`src/rtl/wake_pkg.sv`:
```
package wake_pkg;
  localparam int PROG_N = 4;
  localparam int SW_N   = 4;
  localparam int FLAG_N = PROG_N + SW_N;
  localparam int DATA_W = 8;
  localparam int ADDR_W = 3;

  localparam logic [ADDR_W-1:0] A_TRIG  = 3'd4;
  localparam logic [ADDR_W-1:0] A_FLAGS = 3'd5;
  localparam logic [ADDR_W-1:0] A_CLR   = 3'd6;
  localparam logic [ADDR_W-1:0] A_GATE  = 3'd7;

  // control-to-datapath strobes, at most one field active per cycle
  typedef struct packed {
    logic [PROG_N-1:0] cfgLoad;
    logic              cfgReject;
    logic              trigLoad;
    logic              clrLoad;
    logic              gateLoad;
  } strobe_t;
endpackage

```
`src/rtl/wake_ctrl.sv`:
```
module wake_ctrl
  import wake_pkg::*;
#(
  parameter int SEL_W = 4,
  localparam int CFG_W = SEL_W + 1
) (
  input  logic                    wrEn,
  input  logic [ADDR_W-1:0]       wrAddr,
  input  logic [ADDR_W-1:0]       rdAddr,
  input  logic                    gateEn,
  input  logic                    protoErr,
  input  logic [FLAG_N-1:0]       flags,
  input  logic [FLAG_N-1:0]       clrQ,
  input  logic [PROG_N*CFG_W-1:0] cfgFlat,
  output strobe_t                 strb,
  output logic [DATA_W-1:0]       rdData
);
  logic cfgHit;

  always_comb begin
    strb   = '0;
    cfgHit = wrEn && (wrAddr < ADDR_W'(PROG_N));
    for (int i = 0; i < PROG_N; i++)
      strb.cfgLoad[i] = cfgHit && !gateEn && (wrAddr == ADDR_W'(i));
    strb.cfgReject = cfgHit && gateEn;
    strb.trigLoad  = wrEn && (wrAddr == A_TRIG);
    strb.clrLoad   = wrEn && (wrAddr == A_CLR);
    strb.gateLoad  = wrEn && (wrAddr == A_GATE);
  end

  always_comb begin
    rdData = '0;
    case (rdAddr)
      A_FLAGS: rdData = flags;
      A_CLR:   rdData = clrQ;
      A_GATE:  rdData = {{(DATA_W-2){1'b0}}, protoErr, gateEn};
      default: begin
        for (int i = 0; i < PROG_N; i++) begin
          if (rdAddr == ADDR_W'(i)) begin
            rdData[DATA_W-1]   = cfgFlat[i*CFG_W+SEL_W];
            rdData[SEL_W-1:0]  = cfgFlat[i*CFG_W +: SEL_W];
          end
        end
      end
    endcase
  end
endmodule

```
`src/rtl/wake_dp.sv`:
```
module wake_dp
  import wake_pkg::*;
#(
  parameter int NUM_SRC = 16,
  parameter int SEL_W   = 4,
  localparam int CFG_W  = SEL_W + 1
) (
  input  logic                    clk,
  input  logic                    rstN,
  input  strobe_t                 strb,
  input  logic [DATA_W-1:0]       wrData,
  input  logic [NUM_SRC-1:0]      wakeSrc,
  output logic [FLAG_N-1:0]       flags,
  output logic [FLAG_N-1:0]       clrQ,
  output logic                    gateEn,
  output logic                    protoErr,
  output logic [PROG_N*CFG_W-1:0] cfgFlat,
  output logic                    wakeOut
);
  logic [PROG_N-1:0]  cfgEn;
  logic [SEL_W-1:0]   cfgSel [PROG_N];
  logic [NUM_SRC-1:0] srcQ;
  logic [NUM_SRC-1:0] rise;
  logic [PROG_N-1:0]  progSet;
  logic [SW_N-1:0]    swSet;
  logic [FLAG_N-1:0]  setVec;
  logic               unusedWrBits;

  assign unusedWrBits = ^wrData;
  assign rise = wakeSrc & ~srcQ;

  for (genvar i = 0; i < PROG_N; i++) begin : g_prog
    assign progSet[i] = cfgEn[i] & rise[cfgSel[i]];
    assign cfgFlat[i*CFG_W +: CFG_W] = {cfgEn[i], cfgSel[i]};

    always_ff @(posedge clk) begin
      if (!rstN) begin
        cfgEn[i]  <= 1'b0;
        cfgSel[i] <= '0;
      end else if (strb.cfgLoad[i]) begin
        cfgEn[i]  <= wrData[DATA_W-1];
        cfgSel[i] <= wrData[SEL_W-1:0];
      end
    end
  end

  assign swSet   = strb.trigLoad ? wrData[SW_N-1:0] : '0;
  assign setVec  = {swSet, progSet};
  assign wakeOut = gateEn & (|flags);

  always_ff @(posedge clk) begin
    if (!rstN) begin
      srcQ     <= '0;
      flags    <= '0;
      clrQ     <= '0;
      gateEn   <= 1'b1;
      protoErr <= 1'b0;
    end else begin
      srcQ  <= wakeSrc;
      // a held clear bit wins over any set request
      flags <= (flags | setVec) & ~clrQ;
      if (strb.clrLoad)   clrQ     <= wrData[FLAG_N-1:0];
      if (strb.gateLoad)  gateEn   <= wrData[0];
      if (strb.cfgReject) protoErr <= 1'b1;
    end
  end
endmodule

```
`src/rtl/wake_flag_ctrl.sv`:
```
module wake_flag_ctrl
  import wake_pkg::*;
#(
  parameter int NUM_SRC = 16,
  localparam int SEL_W  = $clog2(NUM_SRC),
  localparam int CFG_W  = SEL_W + 1
) (
  input  logic               clk,
  input  logic               rstN,
  input  logic               wrEn,
  input  logic [ADDR_W-1:0]  wrAddr,
  input  logic [DATA_W-1:0]  wrData,
  input  logic [ADDR_W-1:0]  rdAddr,
  output logic [DATA_W-1:0]  rdData,
  input  logic [NUM_SRC-1:0] wakeSrc,
  output logic               wakeOut,
  output logic [FLAG_N-1:0]  wakeFlags
);
  strobe_t                 strb;
  logic [FLAG_N-1:0]       flags;
  logic [FLAG_N-1:0]       clrQ;
  logic                    gateEn;
  logic                    protoErr;
  logic [PROG_N*CFG_W-1:0] cfgFlat;

  assign wakeFlags = flags;

  wake_ctrl #(.SEL_W(SEL_W)) u_ctrl (
    .wrEn(wrEn), .wrAddr(wrAddr), .rdAddr(rdAddr), .gateEn(gateEn),
    .protoErr(protoErr), .flags(flags), .clrQ(clrQ), .cfgFlat(cfgFlat),
    .strb(strb), .rdData(rdData)
  );

  wake_dp #(.NUM_SRC(NUM_SRC), .SEL_W(SEL_W)) u_dp (
    .clk(clk), .rstN(rstN), .strb(strb), .wrData(wrData), .wakeSrc(wakeSrc),
    .flags(flags), .clrQ(clrQ), .gateEn(gateEn), .protoErr(protoErr),
    .cfgFlat(cfgFlat), .wakeOut(wakeOut)
  );
endmodule

```
`config.mk`:
```
export PLATFORM = sky130hd
export DESIGN_NAME = wake_flag_ctrl
export DESIGN_NICKNAME = d
export VERILOG_FILES = /design/src/rtl/wake_pkg.sv /design/src/rtl/wake_ctrl.sv /design/src/rtl/wake_dp.sv /design/src/rtl/wake_flag_ctrl.sv
export SDC_FILE = /design/constraint.sdc
export NUM_CORES = 1
export LEC_CHECK = 0
export BUFFER_PORTS_ARGS = -buffer_cell sky130_fd_sc_hd__buf_4
export CORE_ASPECT_RATIO = 1.4
export CORE_MARGIN = 5
export CORE_UTILIZATION = 44
export DETAILED_ROUTE_END_ITERATION = 8
export PLACE_DENSITY = 0.68
export SLEW_MARGIN = 20
export SYNTH_ARGS = -nofsm -noshare
export SYNTH_HDL_FRONTEND = slang
export SYNTH_SLANG_ARGS = --single-unit
```
`constraint.sdc`:
```
create_clock -name clk -period 1.7 [get_ports clk]
set_clock_uncertainty 0.15 [all_clocks]
set_input_delay 0.425 -clock clk [delete_from_list [all_inputs] [get_ports clk]]
set_output_delay 0.425 -clock clk [all_outputs]
set_load 0.01 [all_outputs]
```
# ---- Yosys cells after proc, flatten, opt, wreduce, memory -nomap -nowiden
# Memory sizes are Yosys's and may differ from the RTL's.
# Cells that the tools add are included.
# W data, S select, Z words.
dict set report op_classes {
  n_lt_le_gt_ge 5
  n_eq_ne 12
  mux 37
  n_bitwise 14
  n_reduce_logical 14
}
# cell count
set op_table {}
lappend op_table {{$mux W4} 9}
lappend op_table {{$mux W1} 21}
lappend op_table {{$lt A4 B5 Y1 const B} 4}
lappend op_table {{$eq A3 B3 Y1 const B} 6}
lappend op_table {{$and A16 B16 Y16} 1}
lappend op_table {{$bmux W1 S4} 4}
lappend op_table {{$not A16 Y16} 1}
lappend op_table {{$eq A3 B2 Y1 const B} 4}
lappend op_table {{$pmux W4 S3} 1}
lappend op_table {{$logic_and A1 B1 Y1} 10}
lappend op_table {{$and A8 B8 Y8} 1}
lappend op_table {{$not A8 Y8} 1}
lappend op_table {{$or A8 B8 Y8} 1}
lappend op_table {{$reduce_or A8 Y1} 1}
lappend op_table {{$eq A3 B1 Y1 const B} 2}
lappend op_table {{$logic_not A3 Y1} 2}
lappend op_table {{$pmux W3 S2} 1}
lappend op_table {{$and A1 B1 Y1} 5}
lappend op_table {{$or A1 B1 Y1} 4}
lappend op_table {{$lt A3 B3 Y1 const B} 1}
lappend op_table {{$pmux W1 S3} 1}
lappend op_table {{$logic_not A1 Y1} 1}
dict set report totals {
  register_bits 38
  ram_bits 16
  out_inout_bits 17
  elab_cells 92
  mem_count 1
}
# memory words word_bits read_ports rd_clocked_by_memory_dff write_ports line
set memory_table {}
lappend memory_table {u_dp.cfgSel 4 4 4 0 4 wake_dp.sv:21} ;# logic [SEL_W-1:0] cfgSel [PROG_N];

# ---- Logic depth before layout (Yosys ltp)
dict set report depth {
  ltp_word 8
  ltp_mapped 5
}

# ---- Cells and area by module
# A second synthesis with hierarchy kept.
dict set report hier_totals {
  cells_unflattened 270
  hier_area_um2 3040.4
}
# module n_inst cells_per_inst area_per_inst_um2 seq_area_each_um2
set by_module_without_submodules {}
lappend by_module_without_submodules {wake_dp 1 213 2585.0 1241.2}
lappend by_module_without_submodules {wake_ctrl 1 57 455.4 0.0}

# ---- Least setup slack after synthesis
# OpenSTA, ideal clock, no wires.
dict set report synth_timing {
  kind {input port to output port}
  from {input rdAddr[1]}
  to {output rdData[0]}
  arrival_time_ns 1.354
  slack_ns -0.229
  path_stages 5
  path_buffers 2
  path_cell_list {buf_2 nor2b_1 clkbuf_1 a22oi_1 o21ai_0}
}
dict set report synth_between {
  elab_chain_len 6
  elab_cells_between_ends 12
  classes_between {eq/ne: 6; mux: 5; reduce/logical: 1}
}
# item line
set synth_lines {}
lappend synth_lines {{start, declared} wake_flag_ctrl.sv:13} ;# input logic [ADDR_W-1:0] rdAddr,
lappend synth_lines {{$logic_not A3 Y1} wake_ctrl.sv:39} ;# if (rdAddr == ADDR_W'(i)) begin
lappend synth_lines {{$mux W4 (4 in a row)} wake_ctrl.sv:39}
lappend synth_lines {{$pmux W4 S3 *} wake_ctrl.sv:33} ;# case (rdAddr)
lappend synth_lines {{end, declared} wake_flag_ctrl.sv:14} ;# output logic [DATA_W-1:0] rdData,
# Mark *: on every way between the ends. The rest lies on a longest branch, timed or not.

==> flow_summary.yaml <==
run_status:
  run_status: "finished, violations left"
  violations: "setup timing"
global_route:
  use_met2: 0.353
  grt_pass1_vias: 2400
  grt_use_met3: 0.0299
  gr-usage-met1: 0.225
  grt_pass1_wl_um: 12500
  gr-total-overflow: 0
  top_usage_layer: "met2"
  grt_use_total: 0.196
  grt_max_degree: 19
  antenna_found_initial: 0
pwr:
  powerDensity_mw_per_mm2: 685
  leakagePower_nw: 1.50
  max-vdd-ir-drop_mv: 0.460
setup_path:
  cp_data_arrival_time_ps: 1550
  rr_startpoint: "u_dp.cfgSel[2][3]"
  crit_type: "flip-flop to output pin"
  worstPathMaxFanout: 2
  cp-end-kind: "output pin"
  r2r_end: "u_dp.flags[2]"
  critPathLaunchType: "flip-flop"
  rr_worst_depth: 4
  r2r_slack_ps: -50
  cp.required_ps: 1120
place:
  dp_hpwl_um: 6170
  gp_congestion: 0.946
  place.port_buffers: 49
  postPlaceCellArea_mm2: 0.00360
  placedCellCount: 419
logic_synthesis:
  synth_top_cell_by_area: "dfxtp_1"
  synth_seq_cells: 54
  synth_top_cell_area_share: 0.264
  syn_area_per_cell_um2: 10.6
  synthArstFlopShare: 0
  ys.flop_type: "dfxtp_1"
  synth_fa_ha_area_frac: 0
  syn-instance-count: 271
  synth_top_family_by_area: "simple AND/OR/NAND/NOR gates"
  ys_seq_area_frac: 0.431
  synth_xor_area_frac: 0
  synth.area.mux_share: 0.182
  synth_compound_area_frac: 0.101
  syn_nets: 304
  syn_area_mm2: 0.00288
  synth-simple-area-share: 0.255
  ys_types: 48
  synth.area.top_cells: "dfxtp_1 26%, edfxtp_1 17%, mux4_2 13%"
  yosys_warnings: 0
  synth_edf_count: 16
clock_network:
  clock_sinks: 54
  clock_latency_ps: 320
  numCtsBuffers: 5
  clockBufferDepth: 2
  cts_tree: "built"
  htreeDepth: 2
  clk_pin_slew_worst_paths_ps: 110
  root_buffer: "clkbuf_8"
hold_path:
  whs_endpoint: "u_dp.srcQ[6]"
  hold_path_depth: 2
  hp-class: "input pin to flip-flop"
  min_from: "wakeSrc[6]"
timing:
  rsz0062_at_grt: "true"
  report.final.slew_viol_count: 0
  timing.final.crit_share: 1.25
  final-setup-viol-count: 10
  layout_setup_ws_ps: -428
  maxSlewHeadroom: 0.780
  tightest_slew_ps: 329
  period_minus_slack_ps: 2130
  max_freq_ghz: 0.470
  finalHoldViolations: 0
cells_and_area:
  design_area_mm2: 0.00380
  area_growth_pct: 31.8
  finalNonFillerCells: 429
  final_core_util: 0.586
  drive_gt1_frac: 0.428
  n_fill_cell: 540
  diodes: 0
  nets: 387
die:
  io_pins: 50
  core-area_mm2: 0.00648
  chipHeight_um: 106
  chipWidth_um: 78.4
  start_util: 0.444
  row_count: 35
  die_area_mm2: 0.00829
run:
  maxCapViolCount: 0
routing:
  drc: 0
  viasPerCell: 5.60
  detail-route-antenna-nets: 0
  routed_wl_um: 7720
  routedWlPerCell_um: 18.0
  drt_pre_antenna_iters: 4
  num_vias: 2403
  initialDrtViolationCount: 134
layout by cell type (no fill, tap or decap), types with 3 or more instances in the layout:
master    netlist  routed
a21oi_1        12      12
a221oi_2        0       3
a22oi_1         6       6
and2_1         32      32
buf_4           0      83
buf_6           1       5
clkbuf_8        0       5
clkinv_4        0       3
dfxtp_1        38      30
dfxtp_2         0       6
edfxtp_1       16      16
inv_1           6       6
mux2i_1         4       4
mux4_2         16      17
nand2_1        29      27
nand2b_1        6       6
nor2_1         14      10
nor2_2          0       4
nor2b_1        15      14
nor3_1          6       6
nor3b_1         3       3
o21ai_0         8       6
o21ai_2         0       5
area by class of cell:
type                            instances  area [um2]  share of cell area
Sequential cell                        54        1260               0.331
Timing Repair Buffer                   88         679               0.179
Multi-Input combinational cell        197        1640               0.433
Clock inverter                          3        26.3             0.00692
Tap cell                               74        92.6              0.0244
Inverter                                8        30.0             0.00791
Clock buffer                            5        68.8              0.0181
how the worst max path moves through the flow:
stage	from	end	slack (ps)
floorplan	rdAddr[0]	rdData[3]	-70
global placement	rdAddr[0]	rdData[3]	-280
detailed placement	rdAddr[0]	rdData[3]	-290
CTS	u_dp.cfgSel[1][2]	rdData[2]	-430
global route	u_dp.cfgSel[1][3]	rdData[3]	-500
finish	u_dp.cfgSel[0][0]	rdData[0]	-430
cells by family after synthesis:
logic type	count (synthesis)
and+or+nand+nor	126
DFF	54
muxes	27
AOI/OAI and AO/OA	44
buffers and inverters	20
worst max-delay path, cell delays in order (launching register included):
cell      delay (ps)
edfxtp_1         450
mux4_2           490
nand2_2          100
o21ai_2           60
buf_4            150
routing by layer:
layer,wire [um],vias up
li1,-,1157
met1,2900,1156
met2,4220,72
met3,358,18
met4,243,0
met5,0,-
registers in the layout (all words and copies together), names as in the netlist:
name           flops
u_dp.clrQ          8
u_dp.gateEn        1
u_dp.cfgSel       16
u_dp.cfgFlat       4
u_dp.protoErr      1
u_dp.flags         8
u_dp.srcQ         16
through the flow:
| stage | hold slack (ps) | total power, W | worst slack, ps | setup TNS (ps) |
|---|---|---|---|---|
| finish | 157 | 0.00260 | -428 | -2620 |
| global route | 157 | 0.00270 | -505 | -3370 |
| CTS | 155 | 0.00260 | -430 | -2610 |
| detailed placement | 312 | 0.00185 | -289 | -5920 |
| global placement | 296 | 0.00184 | -281 | -5090 |
| floorplan | 274 | 0.00165 | -67.8 | -219 |
power breakdown:
group	leakage (nW)	switching, W	total (W)	internal, W
sequential	0.480	0.0000290	0.00139	0.00136
combinational	0.975	0.000205	0.000441	0.000237
clock	0.0483	0.000467	0.000766	0.000299
total	1.50	0.000700	0.00260	0.00190
synthesized netlist by cell type (3+ instances only):
library cell	number
a221oi_1	3
mux2i_1	4
mux4_2	16
nand2b_1	6
clkbuf_1	3
nor3_2	3
buf_2	7
nor4_1	3
nor2_1	14
inv_1	6
nand2_1	29
nor2b_1	15
nor3b_1	3
edfxtp_1	16
dfxtp_1	38
nor3_1	6
mux4_1	3
a21oi_1	12
o21ai_0	8
and2_1	32
a22oi_1	6
o21ai_1	3
repair_timing:
action | in CTS | in global routing
hold buffers | 0 | 0
endpoints found under the setup margin | 11 | 29
gates cloned | 0 | 0
gates resized for setup | 13 | 15
buffers inserted | 2 | 2
pin swaps | 5 | 4
endpoints found under the hold margin | 0 | 0
No activity file was read; power rests on OpenSTA's default activity.
